<file path="config.mk">
export PLATFORM = sky130hd
export DESIGN_NAME = mbist_march_engine
export DESIGN_NICKNAME = d
export VERILOG_FILES = /design/src/rtl/mbist_pkg.sv /design/src/rtl/mbist_code_decode.sv /design/src/rtl/mbist_elem_rom.sv /design/src/rtl/mbist_rd_check.sv /design/src/rtl/mbist_seq_fsm.sv /design/src/rtl/mbist_march_engine.sv
export SDC_FILE = /design/constraint.sdc
export NUM_CORES = 1
export LEC_CHECK = 0
export ABC_AREA = 1
export BUFFER_PORTS_ARGS = -buffer_cell sky130_fd_sc_hd__buf_2
export CORE_MARGIN = 1
export CORE_UTILIZATION = 50
export CTS_CLUSTER_SIZE = 8
export DETAILED_ROUTE_END_ITERATION = 6
export PLACE_DENSITY = 0.72
export SLEW_MARGIN = 5
export SYNTH_ARGS = -nofsm -noshare
export SYNTH_HDL_FRONTEND = slang
export SYNTH_SLANG_ARGS = --single-unit
</file>
<file path="constraint.sdc">
create_clock -name clk -period 2.8 [get_ports clk]
set_clock_uncertainty 0.1 [all_clocks]
set_input_delay 0.56 -clock clk [delete_from_list [all_inputs] [get_ports clk]]
set_output_delay 0.56 -clock clk [all_outputs]
set_load 0.02 [all_outputs]
</file>
<file path="src/rtl/mbist_pkg.sv">
package mbist_pkg;

    typedef enum logic [2:0] {
        A_WSOL, A_RSOL, A_WCB, A_RCB, A_MCP, A_RWM, A_RWRM, A_BAD
    } algo_e;

    typedef struct packed {
        logic we;
        logic inv;
    } op_t;

    typedef struct packed {
        logic [1:0] nops;
        logic       down;
        logic       cb;
        op_t [2:0]  ops;
        logic       last;
    } elem_t;

    localparam op_t OP_W0 = 2'b10;
    localparam op_t OP_W1 = 2'b11;
    localparam op_t OP_R0 = 2'b00;
    localparam op_t OP_R1 = 2'b01;

    localparam int ELEM_W  = 3;
    localparam int OP_W    = 2;
    localparam int PHASE_W = 3;
    localparam int GNG_LAST_PHASE = 4;

    function automatic elem_t mk_elem(input logic [1:0] n, input logic dn,
                                      input logic cb, input op_t a,
                                      input op_t b, input op_t c,
                                      input logic lst);
        elem_t e;
        e.nops = n;
        e.down = dn;
        e.cb   = cb;
        e.ops  = {c, b, a};
        e.last = lst;
        return e;
    endfunction

endpackage

</file>
<file path="src/rtl/mbist_code_decode.sv">
module mbist_code_decode
    import mbist_pkg::*;
(
    input  logic [5:0]         code,
    input  logic [PHASE_W-1:0] phase,
    output algo_e              algo,
    output logic               yfast,
    output logic               fixed_seed,
    output logic               valid,
    output logic               gng,
    output logic               last_phase
);

    always_comb begin
        algo       = A_BAD;
        yfast      = 1'b0;
        fixed_seed = 1'b0;
        valid      = 1'b1;
        gng        = 1'b0;
        last_phase = 1'b1;
        case (code)
            6'h00: algo = A_WSOL;
            6'h01: algo = A_RSOL;
            6'h02: algo = A_WCB;
            6'h03: algo = A_RCB;
            6'h04: algo = A_MCP;
            6'h0B: begin algo = A_MCP;  yfast = 1'b1; end
            6'h06: algo = A_RWM;
            6'h07: begin algo = A_RWM;  yfast = 1'b1; end
            6'h08: algo = A_RWRM;
            6'h09: begin algo = A_RWRM; yfast = 1'b1; end
            6'h3F: begin
                gng        = 1'b1;
                last_phase = (phase == PHASE_W'(GNG_LAST_PHASE));
                case (phase)
                    3'd0, 3'd2: algo = A_WCB;
                    3'd1, 3'd3: algo = A_RCB;
                    default: begin
                        algo       = A_RWRM;
                        yfast      = 1'b1;
                        fixed_seed = 1'b1;
                    end
                endcase
            end
            default: valid = 1'b0;
        endcase
    end

endmodule

</file>
<file path="src/rtl/mbist_elem_rom.sv">
module mbist_elem_rom
    import mbist_pkg::*;
(
    input  algo_e             algo,
    input  logic [ELEM_W-1:0] idx,
    output elem_t             elem
);

    always_comb begin
        elem = mk_elem(2'd1, 1'b0, 1'b0, OP_R0, OP_R0, OP_R0, 1'b1);
        case (algo)
            A_WSOL: elem = mk_elem(2'd1, 1'b0, 1'b0, OP_W0, OP_R0, OP_R0, 1'b1);
            A_RSOL: elem = mk_elem(2'd1, 1'b0, 1'b0, OP_R0, OP_R0, OP_R0, 1'b1);
            A_WCB:  elem = mk_elem(2'd1, 1'b0, 1'b1, OP_W0, OP_R0, OP_R0, 1'b1);
            A_RCB:  elem = mk_elem(2'd1, 1'b0, 1'b1, OP_R0, OP_R0, OP_R0, 1'b1);
            A_MCP: begin
                case (idx)
                    3'd0: elem = mk_elem(2'd1, 1'b0, 1'b0, OP_W0, OP_R0, OP_R0, 1'b0);
                    3'd1: elem = mk_elem(2'd3, 1'b0, 1'b0, OP_R0, OP_W1, OP_R1, 1'b0);
                    3'd2: elem = mk_elem(2'd3, 1'b0, 1'b0, OP_R1, OP_W0, OP_R0, 1'b0);
                    3'd3: elem = mk_elem(2'd3, 1'b1, 1'b0, OP_R0, OP_W1, OP_R1, 1'b0);
                    3'd4: elem = mk_elem(2'd3, 1'b1, 1'b0, OP_R1, OP_W0, OP_R0, 1'b0);
                    default: elem = mk_elem(2'd1, 1'b0, 1'b0, OP_R0, OP_R0, OP_R0, 1'b1);
                endcase
            end
            A_RWM: begin
                case (idx)
                    3'd0: elem = mk_elem(2'd1, 1'b0, 1'b0, OP_W0, OP_R0, OP_R0, 1'b0);
                    3'd1: elem = mk_elem(2'd2, 1'b0, 1'b0, OP_R0, OP_W1, OP_R0, 1'b0);
                    3'd2: elem = mk_elem(2'd2, 1'b1, 1'b0, OP_R1, OP_W0, OP_R0, 1'b0);
                    default: elem = mk_elem(2'd1, 1'b0, 1'b0, OP_R0, OP_R0, OP_R0, 1'b1);
                endcase
            end
            A_RWRM: begin
                case (idx)
                    3'd0: elem = mk_elem(2'd1, 1'b0, 1'b0, OP_W0, OP_R0, OP_R0, 1'b0);
                    3'd1: elem = mk_elem(2'd3, 1'b0, 1'b0, OP_R0, OP_W1, OP_R1, 1'b0);
                    3'd2: elem = mk_elem(2'd3, 1'b1, 1'b0, OP_R1, OP_W0, OP_R0, 1'b0);
                    default: elem = mk_elem(2'd1, 1'b0, 1'b0, OP_R0, OP_R0, OP_R0, 1'b1);
                endcase
            end
            default: elem = mk_elem(2'd1, 1'b0, 1'b0, OP_R0, OP_R0, OP_R0, 1'b1);
        endcase
    end

endmodule

</file>
<file path="src/rtl/mbist_rd_check.sv">
module mbist_rd_check #(
    parameter int DW = 8
) (
    input  logic          clk,
    input  logic          rst_n,
    input  logic          clear,
    input  logic          set_err,
    input  logic          rd_issue,
    input  logic [DW-1:0] exp_in,
    input  logic [DW-1:0] rdata,
    output logic          fail
);

    logic          pend_q;
    logic [DW-1:0] exp_q;
    logic          mismatch;

    assign mismatch = pend_q && (rdata != exp_q);

    always_ff @(posedge clk or negedge rst_n) begin
        if (!rst_n) begin
            pend_q <= 1'b0;
            exp_q  <= '0;
            fail   <= 1'b0;
        end else begin
            pend_q <= rd_issue;
            if (rd_issue) exp_q <= exp_in;
            if (clear) fail <= 1'b0;
            else       fail <= fail | mismatch | set_err;
        end
    end

endmodule

</file>
<file path="src/rtl/mbist_seq_fsm.sv">
module mbist_seq_fsm
    import mbist_pkg::*;
(
    input  logic               clk,
    input  logic               rst_n,
    input  logic               start,
    input  logic               code_valid,
    input  logic               gng,
    input  logic               last_phase,
    input  logic [1:0]         nops,
    input  logic               elem_last,
    input  logic               addr_last,
    output logic [ELEM_W-1:0]  elem_idx,
    output logic [OP_W-1:0]    op_idx,
    output logic [PHASE_W-1:0] phase,
    output logic               mem_en,
    output logic               addr_clear,
    output logic               addr_step,
    output logic               done,
    output logic               busy,
    output logic               set_err,
    output logic               take
);

    typedef enum logic [2:0] {
        S_IDLE, S_DECODE, S_LOAD, S_ACCESS, S_DRAIN, S_DONE
    } state_e;

    state_e state, nxt;
    logic   op_last;
    logic   more_phase;

    assign op_last    = (op_idx == (nops - 2'd1));
    assign more_phase = gng && !last_phase;

    always_comb begin
        nxt = state;
        unique case (state)
            S_IDLE, S_DONE: if (start) nxt = S_DECODE;
            S_DECODE:       nxt = code_valid ? S_LOAD : S_DONE;
            S_LOAD:         nxt = S_ACCESS;
            S_ACCESS: begin
                if (op_last && addr_last) begin
                    if (elem_last && !more_phase) nxt = S_DRAIN;
                    else                          nxt = S_LOAD;
                end
            end
            S_DRAIN:        nxt = S_DONE;
            default:        nxt = S_IDLE;
        endcase
    end

    always_ff @(posedge clk or negedge rst_n) begin
        if (!rst_n) begin
            state    <= S_IDLE;
            elem_idx <= '0;
            op_idx   <= '0;
            phase    <= '0;
        end else begin
            state <= nxt;
            unique case (state)
                S_IDLE, S_DONE: begin
                    if (start) begin
                        elem_idx <= '0;
                        op_idx   <= '0;
                        phase    <= '0;
                    end
                end
                S_ACCESS: begin
                    if (op_last) begin
                        op_idx <= '0;
                        if (addr_last) begin
                            if (!elem_last)      elem_idx <= elem_idx + 1'b1;
                            else if (more_phase) begin
                                elem_idx <= '0;
                                phase    <= phase + 1'b1;
                            end
                        end
                    end else begin
                        op_idx <= op_idx + 1'b1;
                    end
                end
                default: ;
            endcase
        end
    end

    always_comb begin
        mem_en     = (state == S_ACCESS);
        addr_clear = (state == S_LOAD);
        addr_step  = (state == S_ACCESS) && op_last && !addr_last;
        done       = (state == S_DONE);
        busy       = (state != S_IDLE) && (state != S_DONE);
        set_err    = (state == S_DECODE) && !code_valid;
        take       = start && ((state == S_IDLE) || (state == S_DONE));
    end

endmodule

</file>
<file path="src/rtl/mbist_march_engine.sv">
module mbist_march_engine
    import mbist_pkg::*;
#(
    parameter int DW = 8
) (
    input  logic          clk,
    input  logic          rst_n,
    input  logic          start,
    input  logic [5:0]    pattern,
    input  logic [DW-1:0] seed,
    input  logic          addr_last,
    input  logic          cb_phase,
    output logic          addr_clear,
    output logic          addr_step,
    output logic          addr_down,
    output logic          addr_yfast,
    output logic          mem_en,
    output logic          mem_we,
    output logic [DW-1:0] mem_wdata,
    input  logic [DW-1:0] mem_rdata,
    output logic          done,
    output logic          fail
);

    localparam logic [DW-1:0] GNG_SEED = DW'(6);

    logic [5:0]         code_q;
    logic [DW-1:0]      seed_q;
    logic [ELEM_W-1:0]  elem_idx;
    logic [OP_W-1:0]    op_idx;
    logic [PHASE_W-1:0] phase;
    algo_e              algo;
    logic               yfast, fixed_seed, code_valid, gng, last_phase;
    elem_t              elem;
    op_t                cur_op;
    logic               busy, set_err, take;
    logic [DW-1:0]      eff_seed, data;
    logic               flip;

    always_ff @(posedge clk or negedge rst_n) begin
        if (!rst_n) begin
            code_q <= '0;
            seed_q <= '0;
        end else if (take) begin
            code_q <= pattern;
            seed_q <= seed;
        end
    end

    mbist_code_decode u_dec (
        .code       (code_q),
        .phase      (phase),
        .algo       (algo),
        .yfast      (yfast),
        .fixed_seed (fixed_seed),
        .valid      (code_valid),
        .gng        (gng),
        .last_phase (last_phase)
    );

    mbist_elem_rom u_rom (
        .algo (algo),
        .idx  (elem_idx),
        .elem (elem)
    );

    mbist_seq_fsm u_fsm (
        .clk        (clk),
        .rst_n      (rst_n),
        .start      (start),
        .code_valid (code_valid),
        .gng        (gng),
        .last_phase (last_phase),
        .nops       (elem.nops),
        .elem_last  (elem.last),
        .addr_last  (addr_last),
        .elem_idx   (elem_idx),
        .op_idx     (op_idx),
        .phase      (phase),
        .mem_en     (mem_en),
        .addr_clear (addr_clear),
        .addr_step  (addr_step),
        .done       (done),
        .busy       (busy),
        .set_err    (set_err),
        .take       (take)
    );

    always_comb begin
        case (op_idx)
            2'd0:    cur_op = elem.ops[0];
            2'd1:    cur_op = elem.ops[1];
            default: cur_op = elem.ops[2];
        endcase
    end

    assign eff_seed   = fixed_seed ? GNG_SEED : seed_q;
    assign flip       = cur_op.inv ^ (elem.cb & cb_phase);
    assign data       = eff_seed ^ {DW{flip}};
    assign mem_we     = mem_en & cur_op.we;
    assign mem_wdata  = data;
    assign addr_down  = elem.down;
    assign addr_yfast = yfast;

    mbist_rd_check #(.DW(DW)) u_chk_rd (
        .clk      (clk),
        .rst_n    (rst_n),
        .clear    (take),
        .set_err  (set_err),
        .rd_issue (mem_en & ~cur_op.we),
        .exp_in   (data),
        .rdata    (mem_rdata),
        .fail     (fail)
    );

endmodule

</file>
## Word level (Yosys, flattened, before mapping)

Cells that the tools add are included.

| word-level totals | value |
|---|---|
| flip-flop bits (word level) | 35 |
| input bits | 27 |
| output and inout port bits | 16 |

| operators by class | value |
|---|---|
| $add $sub $neg | 4 |
| equality and inequality tests | 38 |
| multiplexer cells | 34 |
| bitwise gates (word level) | 8 |
| reduce and logical (&&, ||, !) cells | 33 |

Operator list:

| cell | number |
|---|---|
| $pmux 11 s3 | 2 |
| $pmux 11 s6 | 1 |
| $pmux 11 s5 | 1 |
| $mux 3 | 13 |
| $eq 3x2->1 const B | 8 |
| $pmux 3 s8 | 1 |
| $eq 3x3->1 const B | 7 |
| $eq 6x3->1 const B | 3 |
| $eq 6x4->1 const B | 3 |
| $pmux 3 s2 | 3 |
| $pmux 3 s5 | 1 |
| $eq 6x2->1 const B | 2 |
| $logic_not 3->1 | 4 |
| $reduce_or 2->1 | 6 |
| $reduce_or 11->1 | 1 |
| $eq 3x1->1 const B | 3 |
| $logic_and 1x1->1 | 8 |
| $mux 8 | 1 |
| $ne 2x1->1 const B | 4 |
| $ne 8x8->1 | 1 |
| $pmux 2 s2 | 2 |
| $xor 8x8->8 | 1 |
| $add 3x1->3 const B | 2 |
| $eq 6x1->1 const B | 1 |
| other kinds (24) | 38 |

## Longest topological paths before layout

| depth | value |
|---|---|
| depth after elaboration | 11 |
| depth in mapped cells | 19 |
| mapped depth without buffers | 18 |

## By module

Synthesis repeated with hierarchy kept, for this count alone.

| unflattened totals | value |
|---|---|
| cell total of the unflattened synthesis | 367 |
| area total of the unflattened synthesis | 2,588.7 µm² |

By module, submodules not included:

| module | times used | cells an instance | area an instance (µm²) | seq. area each (µm²) |
|---|---|---|---|---|
| mbist_march_engine | 1 | 97 | 828.3 | 350.3 |
| mbist_seq_fsm | 1 | 113 | 770.7 | 275.3 |
| mbist_rd_check | 1 | 57 | 509.2 | 250.2 |
| mbist_code_decode | 1 | 49 | 242.7 | 0.0 |
| mbist_elem_rom | 1 | 51 | 237.7 | 0.0 |

## Worst setup path before layout

OpenSTA, ideal clock, no wires.

| timing path | value |
|---|---|
| path type | reg2out |
| from | register u_fsm.phase[0] |
| to | output port addr_step |
| data arrival time | 2.019 ns |
| path slack | 0.121 ns |
| cell stages (with the launch flop) | 16 |
| cells stage by stage | dfrtp_1 > ha_1 > ha_1 > inv_1 > nand2_1 > nor2_1 > nand2_1 > nand2_2 > nand2_1 > nand3_2 > nand2_1 > nand2_1 > inv_2 > nand2_2 > nand2_2 > nor3_1 |

| between the ends | value |
|---|---|
| longest elaborated chain between the ends | 10 |
| elaborated cells between the ends (all ways) | 19 |
| those cells by class | 1 x add/sub; 9 x eq/ne; 3 x mux; 6 x reduce/logical |

RTL lines:

| item | line | text |
|---|---|---|
| start, declared | mbist_seq_fsm.sv:15 | `output logic [PHASE_W-1:0] phase,` |
| start signal, assigned | mbist_seq_fsm.sv:76 | `phase <= phase + 1'b1;` |
| $eq 3x1->1, or another cell as far along | mbist_code_decode.sv:35 | `case (phase)` |
| $reduce_or 2->1 | mbist_code_decode.sv:35 |  |
| $pmux 3 s2 * | mbist_code_decode.sv:35 |  |
| $pmux 3 s8 * | mbist_code_decode.sv:21 | `case (code)` |
| $eq 3x3->1, or another cell as far along | mbist_elem_rom.sv:11 | `case (algo)` |
| $pmux 11 s6 * | mbist_elem_rom.sv:11 |  |
| $sub 2x1->2 * | mbist_seq_fsm.sv:33 | `assign op_last = (op_idx == (nops - 2'd1));` |
| $eq 2x2->1 * | mbist_seq_fsm.sv:33 |  |
| $logic_and 1x1->1 * (2 in series) | mbist_seq_fsm.sv:91 | `addr_step = (state == S_ACCESS) && op_last && !addr_last;` |
| end, declared | mbist_march_engine.sv:14 | `output logic addr_step,` |

Mark *: on every way between the ends. The rest lies on a longest branch, timed or not.

## Worst setup path after layout

| timing path | value |
|---|---|
| from | register u_fsm.phase[1] |
| to | output port mem_wdata[5] |

| between the ends | value |
|---|---|
| longest elaborated chain between the ends | 9 |
| elaborated cells between the ends (all ways) | 23 |
| those cells by class | 8 x eq/ne; 7 x mux; 3 x bitwise; 5 x reduce/logical |

RTL lines:

| item | line | text |
|---|---|---|
| $eq 3x1->1, or another cell as far along | mbist_code_decode.sv:35 |  |
| $reduce_or 2->1 | mbist_code_decode.sv:35 |  |
| $pmux 3 s2 | mbist_code_decode.sv:35 |  |
| $pmux 3 s8 | mbist_code_decode.sv:21 |  |
| $eq 3x3->1, or another cell as far along | mbist_elem_rom.sv:11 |  |
| $pmux 11 s6 | mbist_elem_rom.sv:11 |  |
| $pmux 2 s2 / $and 1x1->1 (equally long branches) | mbist_march_engine.sv:90, mbist_march_engine.sv:98 |  |
| $xor 1x1->1 | mbist_march_engine.sv:98 | `assign flip = cur_op.inv ^ (elem.cb & cb_phase);` |
| $xor 8x8->8 * | mbist_march_engine.sv:99 | `assign data = eff_seed ^ {DW{flip}};` |
| end, declared | mbist_march_engine.sv:19 | `output logic [DW-1:0] mem_wdata,` |

Marked as above.

==> summary.md <==
| Metric | Value |
|---|---|
| Top cell type by total area after synthesis | `dfrtp_1` |
| Crit-path cells | `ha_2 -> ha_4 -> inv_2 -> nand2_1 -> nor2_1 -> nand2_2 -> nand3_2 -> nand2_2 -> nand2_1 -> nand2_1 -> nand3b_1 -> buf_6 -> nand2_8 -> nand2_8 -> nand2_2 -> and2_4 -> buf_6` |
| FF-to-FF End | `u_fsm.elem_idx[1]$_DFFE_PN0P_` |
| Critical path startpoint | `u_fsm.phase[1]$_DFFE_PN0P_` |
| End of the critical path | `mem_wdata[5]` |
| Hold_ws | `0.2583 ns` |
| RSZ-0062 raised after global routing | `true` |
| MaxCap Viol Count | `0` |
| IO Pins | `43` |
| Leak | `1.701 nW` |
| Highest-delay cell along the critical path | `dfrtp_1` |
| Core area | `5107 um2` |
| Initial Utilization | `0.5167` |
| GP Congestion | `0.9353` |
| Final hold vios | `0` |
| Top_reg_cell synth | `dfrtp_1` |
| Layout net count | `456` |
| Switch share | `0.4561` |
| Pwr per Cell Area | `994.9 nW/um2` |
| Largest net degree at the start of global routing | `36` |
| WS Path Type | `register to primary output` |
| Die W | `74.65 um` |
| Die Y | `74.65 um` |
| Gate Count Post-Synth | `355` |
| CP Max Fanout | `8` |
| Clk sink count | `35` |
| Seq cells post-synth | `35` |
| Gr usage total | `0.2346` |
| Flop-to-flop setup slack | `0.35 ns` |
| Mapped Avg Cell Area | `7.433 um2` |
| Clock-pin slew on the worst setup and hold paths | `0.07 ns` |
| Met1 Use GR | `0.3020` |
| DRT Wirelength | `5973 um` |
| EDFF count, synth | `0` |
| Post-route minimum period | `3.122 ns` |
| Status | `finished with violations` |
| Clock Latency Late Sink | `0.28 ns` |
| Measured slew at the worst slew-check pin | `0.8012 ns` |
| Total power | `3.325 mW` |
| Crit path arrival time | `2.46 ns` |
| YS warnings | `0` |
| Type of origin of the critical path | `register` |
| Worst Setup End Kind | `primary output` |
| Hpwl dp | `4288 um` |
| Count leader, synth | `nand2_1` |
| Diodes inserted | `0` |
| Hold buffer count at cts | `0` |
| CTS root buf | `clkbuf_8` |
| Rel. slew slack | `0.4659` |
| Count of different cell masters after synthesis | `34` |
| Area grow syn2layout | `26.65%` |
| CTS buffer count | `5` |
| Vias in the first global route | `2179` |
| Grt met2 use | `0.3854` |
| Max frequency | `320.3 MHz` |
| CP max stage delay | `0.41 ns` |
| Most frequent cells after synthesis | `nand2_1, nand3_1, dfrtp_1` |
| Drt drc | `0` |
| Final period utilization | `1.115` |
| CTS max path bufs | `2` |
| Overflow after GRT | `0` |
| Clock power frac | `0.110` |
| Detailed Routing Iterations Pass 1 | `4` |
| Critical path required time | `2.14 ns` |
| Non-filler cells, final | `487` |
| Fillers | `435` |
| DIE AREA | `5572 um2` |
| NetSw | `1.517 mW` |
| Peak VDD IR | `0.5241 mV` |
| GR Util met3 | `0.05890` |
| Final Max Slew Viols | `0` |
| Final WS setup | `-0.3216 ns` |
| Per-cell routed wire length | `12.26 um` |
| GRT Max-Usage Layer | `met2` |
| Proportion of layout cells with a drive suffix above 1 | `0.3717` |
| Comb pwr share | `0.628` |
| Netlist Area Pre-Place | `2639 um2` |
| Vias/cell | `5.000` |
| Syn nets | `394` |
| Power Internal | `1.808 mW` |
| Row cnt | `26` |
| CTS tree | `done` |
| # setup viols final | `10` |
| Ys async rst share | `1.000` |
| Violated checks | `setup timing` |
| R2R depth | `16` |
| Iteration-0 DRC Markers | `160` |
| First-pass GRT wire length | `9729 um` |
| Most area-consuming cells after synthesis | `dfrtp_1, nand2_1, nand3_1` |
| ANT nets after route | `0` |
| Reg-to-Reg Start | `u_fsm.phase[1]$_DFFE_PN0P_` |
| Inst Count DP | `467` |
| Antenna violations before repair | `0` |
| Vias | `2435` |
| Seq pwr share | `0.262` |
| Worst Hold Class | `input pin to async pin` |
| Yosys top cell area share | `0.3319` |
| Sequential-to-total area share from yosys stat | `0.3319` |
| # port buffers | `42` |
| # H-tree levels | `2` |
## power by group through the flow
stage | Sequential, mW | Combinational, mW | Clock (mW)
finish | 0.871 | 2.09 | 0.365
global route | 0.898 | 2.33 | 0.403
CTS | 0.868 | 2.04 | 0.379
detailed placement | 0.878 | 1.76 | 0
global placement | 0.873 | 1.74 | 0
floorplan | 0.853 | 1.37 | 0
## worst min path at each step
stage                                               end  cells after the start                     startpoint
after detailed placement  u_chk_rd.exp_q[2]$_DFFE_PN0P_                      2  u_chk_rd.exp_q[2]$_DFFE_PN0P_
after floorplan                   code_q[0]$_DFFE_PN0P_                      0                          rst_n
after global routing      u_chk_rd.exp_q[5]$_DFFE_PN0P_                      1                          rst_n
after global placement    u_chk_rd.exp_q[2]$_DFFE_PN0P_                      2  u_chk_rd.exp_q[2]$_DFFE_PN0P_
final                     u_chk_rd.exp_q[5]$_DFFE_PN0P_                      1                          rst_n
after CTS                         seed_q[6]$_DFFE_PN0P_                      1                          rst_n
## routing by layer
metal  wire length, um  share of wire
met5                 0              0
met4                82          0.014
met3               250          0.042
met2              2923           0.49
met1              2716           0.45
## state kept, by name (all words and copies together) (netlist names)
| name | flops |
|---|---|
| u_fsm.phase | 3 |
| u_fsm.state | 3 |
| u_fsm.op_idx | 2 |
| u_chk_rd.pend_q | 1 |
| u_chk_rd.fail | 1 |
| u_fsm.elem_idx | 3 |
| code_q | 6 |
| seed_q | 8 |
| u_chk_rd.exp_q | 8 |
## per-stage QoR
step             util  worst slack (ns)  setup TNS [ns]  cell area, um2
6_report       0.6543           -0.3216          -2.781            3342
2_1_floorplan       -            0.1214               0            2639
3_5_place_dp   0.5762         -0.002092       -0.002092            2943
3_3_place_gp   0.5762           0.06961               0            2943
5_1_grt        0.6543           -0.4162          -3.899            3342
4_1_cts        0.6494           -0.2198          -2.019            3317
## critical path, delay by kind of cell (launching register included)
kind          cells  cell delay, ns
fa+ha+maj         2            0.38
buf+inv           3            0.30
flops             1            0.41
simple gates     12            1.09
## cell type report
cell class                      instances  area, um2  share of cell area
Multi-Input combinational cell        271       1698              0.5080
Sequential cell                        35      875.8              0.2621
Timing Repair Buffer                   60      425.4              0.1273
Inverter                               44      167.7             0.05017
Tap cell                               70      87.58             0.02621
Clock buffer                            6      82.58             0.02471
Clock inverter                          1      5.005            0.001498
## what timing repair did
action                                  4_1_cts  5_1_grt
gates cloned                                  1        0
setup buffers                                12        2
pin swaps                                     7        6
gates resized for setup                      57       10
endpoints found under the setup margin       10       11
## cell families (layout without fill, tap and decap cells)
group                      count (synthesis)  count (layout)  synth area share
buffers and inverters                     50             111           0.07823
DFF                                       35              35            0.3319
AOI/OAI and AO/OA                         28              28           0.06544
muxes                                     10              10           0.04268
and+or+nand+nor                          214             215            0.4049
adders and majority gates                 12              12           0.05690
xor gates and xnor gates                   6               6           0.01991
## placed cells by master, fill, tap and decap left out, drive strengths merged
master  synthesis  layout
nand4           6       6
dfrtp          35      35
nand3b          1       1
buf             3      60
nor3            7       7
xnor2           6       6
o211ai          2       2
nand2         103     104
mux2           10      10
inv            44      44
nor2           41      41
nand3          46      46
ha             12      12
clkinv          0       1
o21ai          12      12
a21oi          12      12
and2            8       8
or2             2       2
o31ai           2       2
clkbuf          3       6
(Power assumes the default switching activity.)
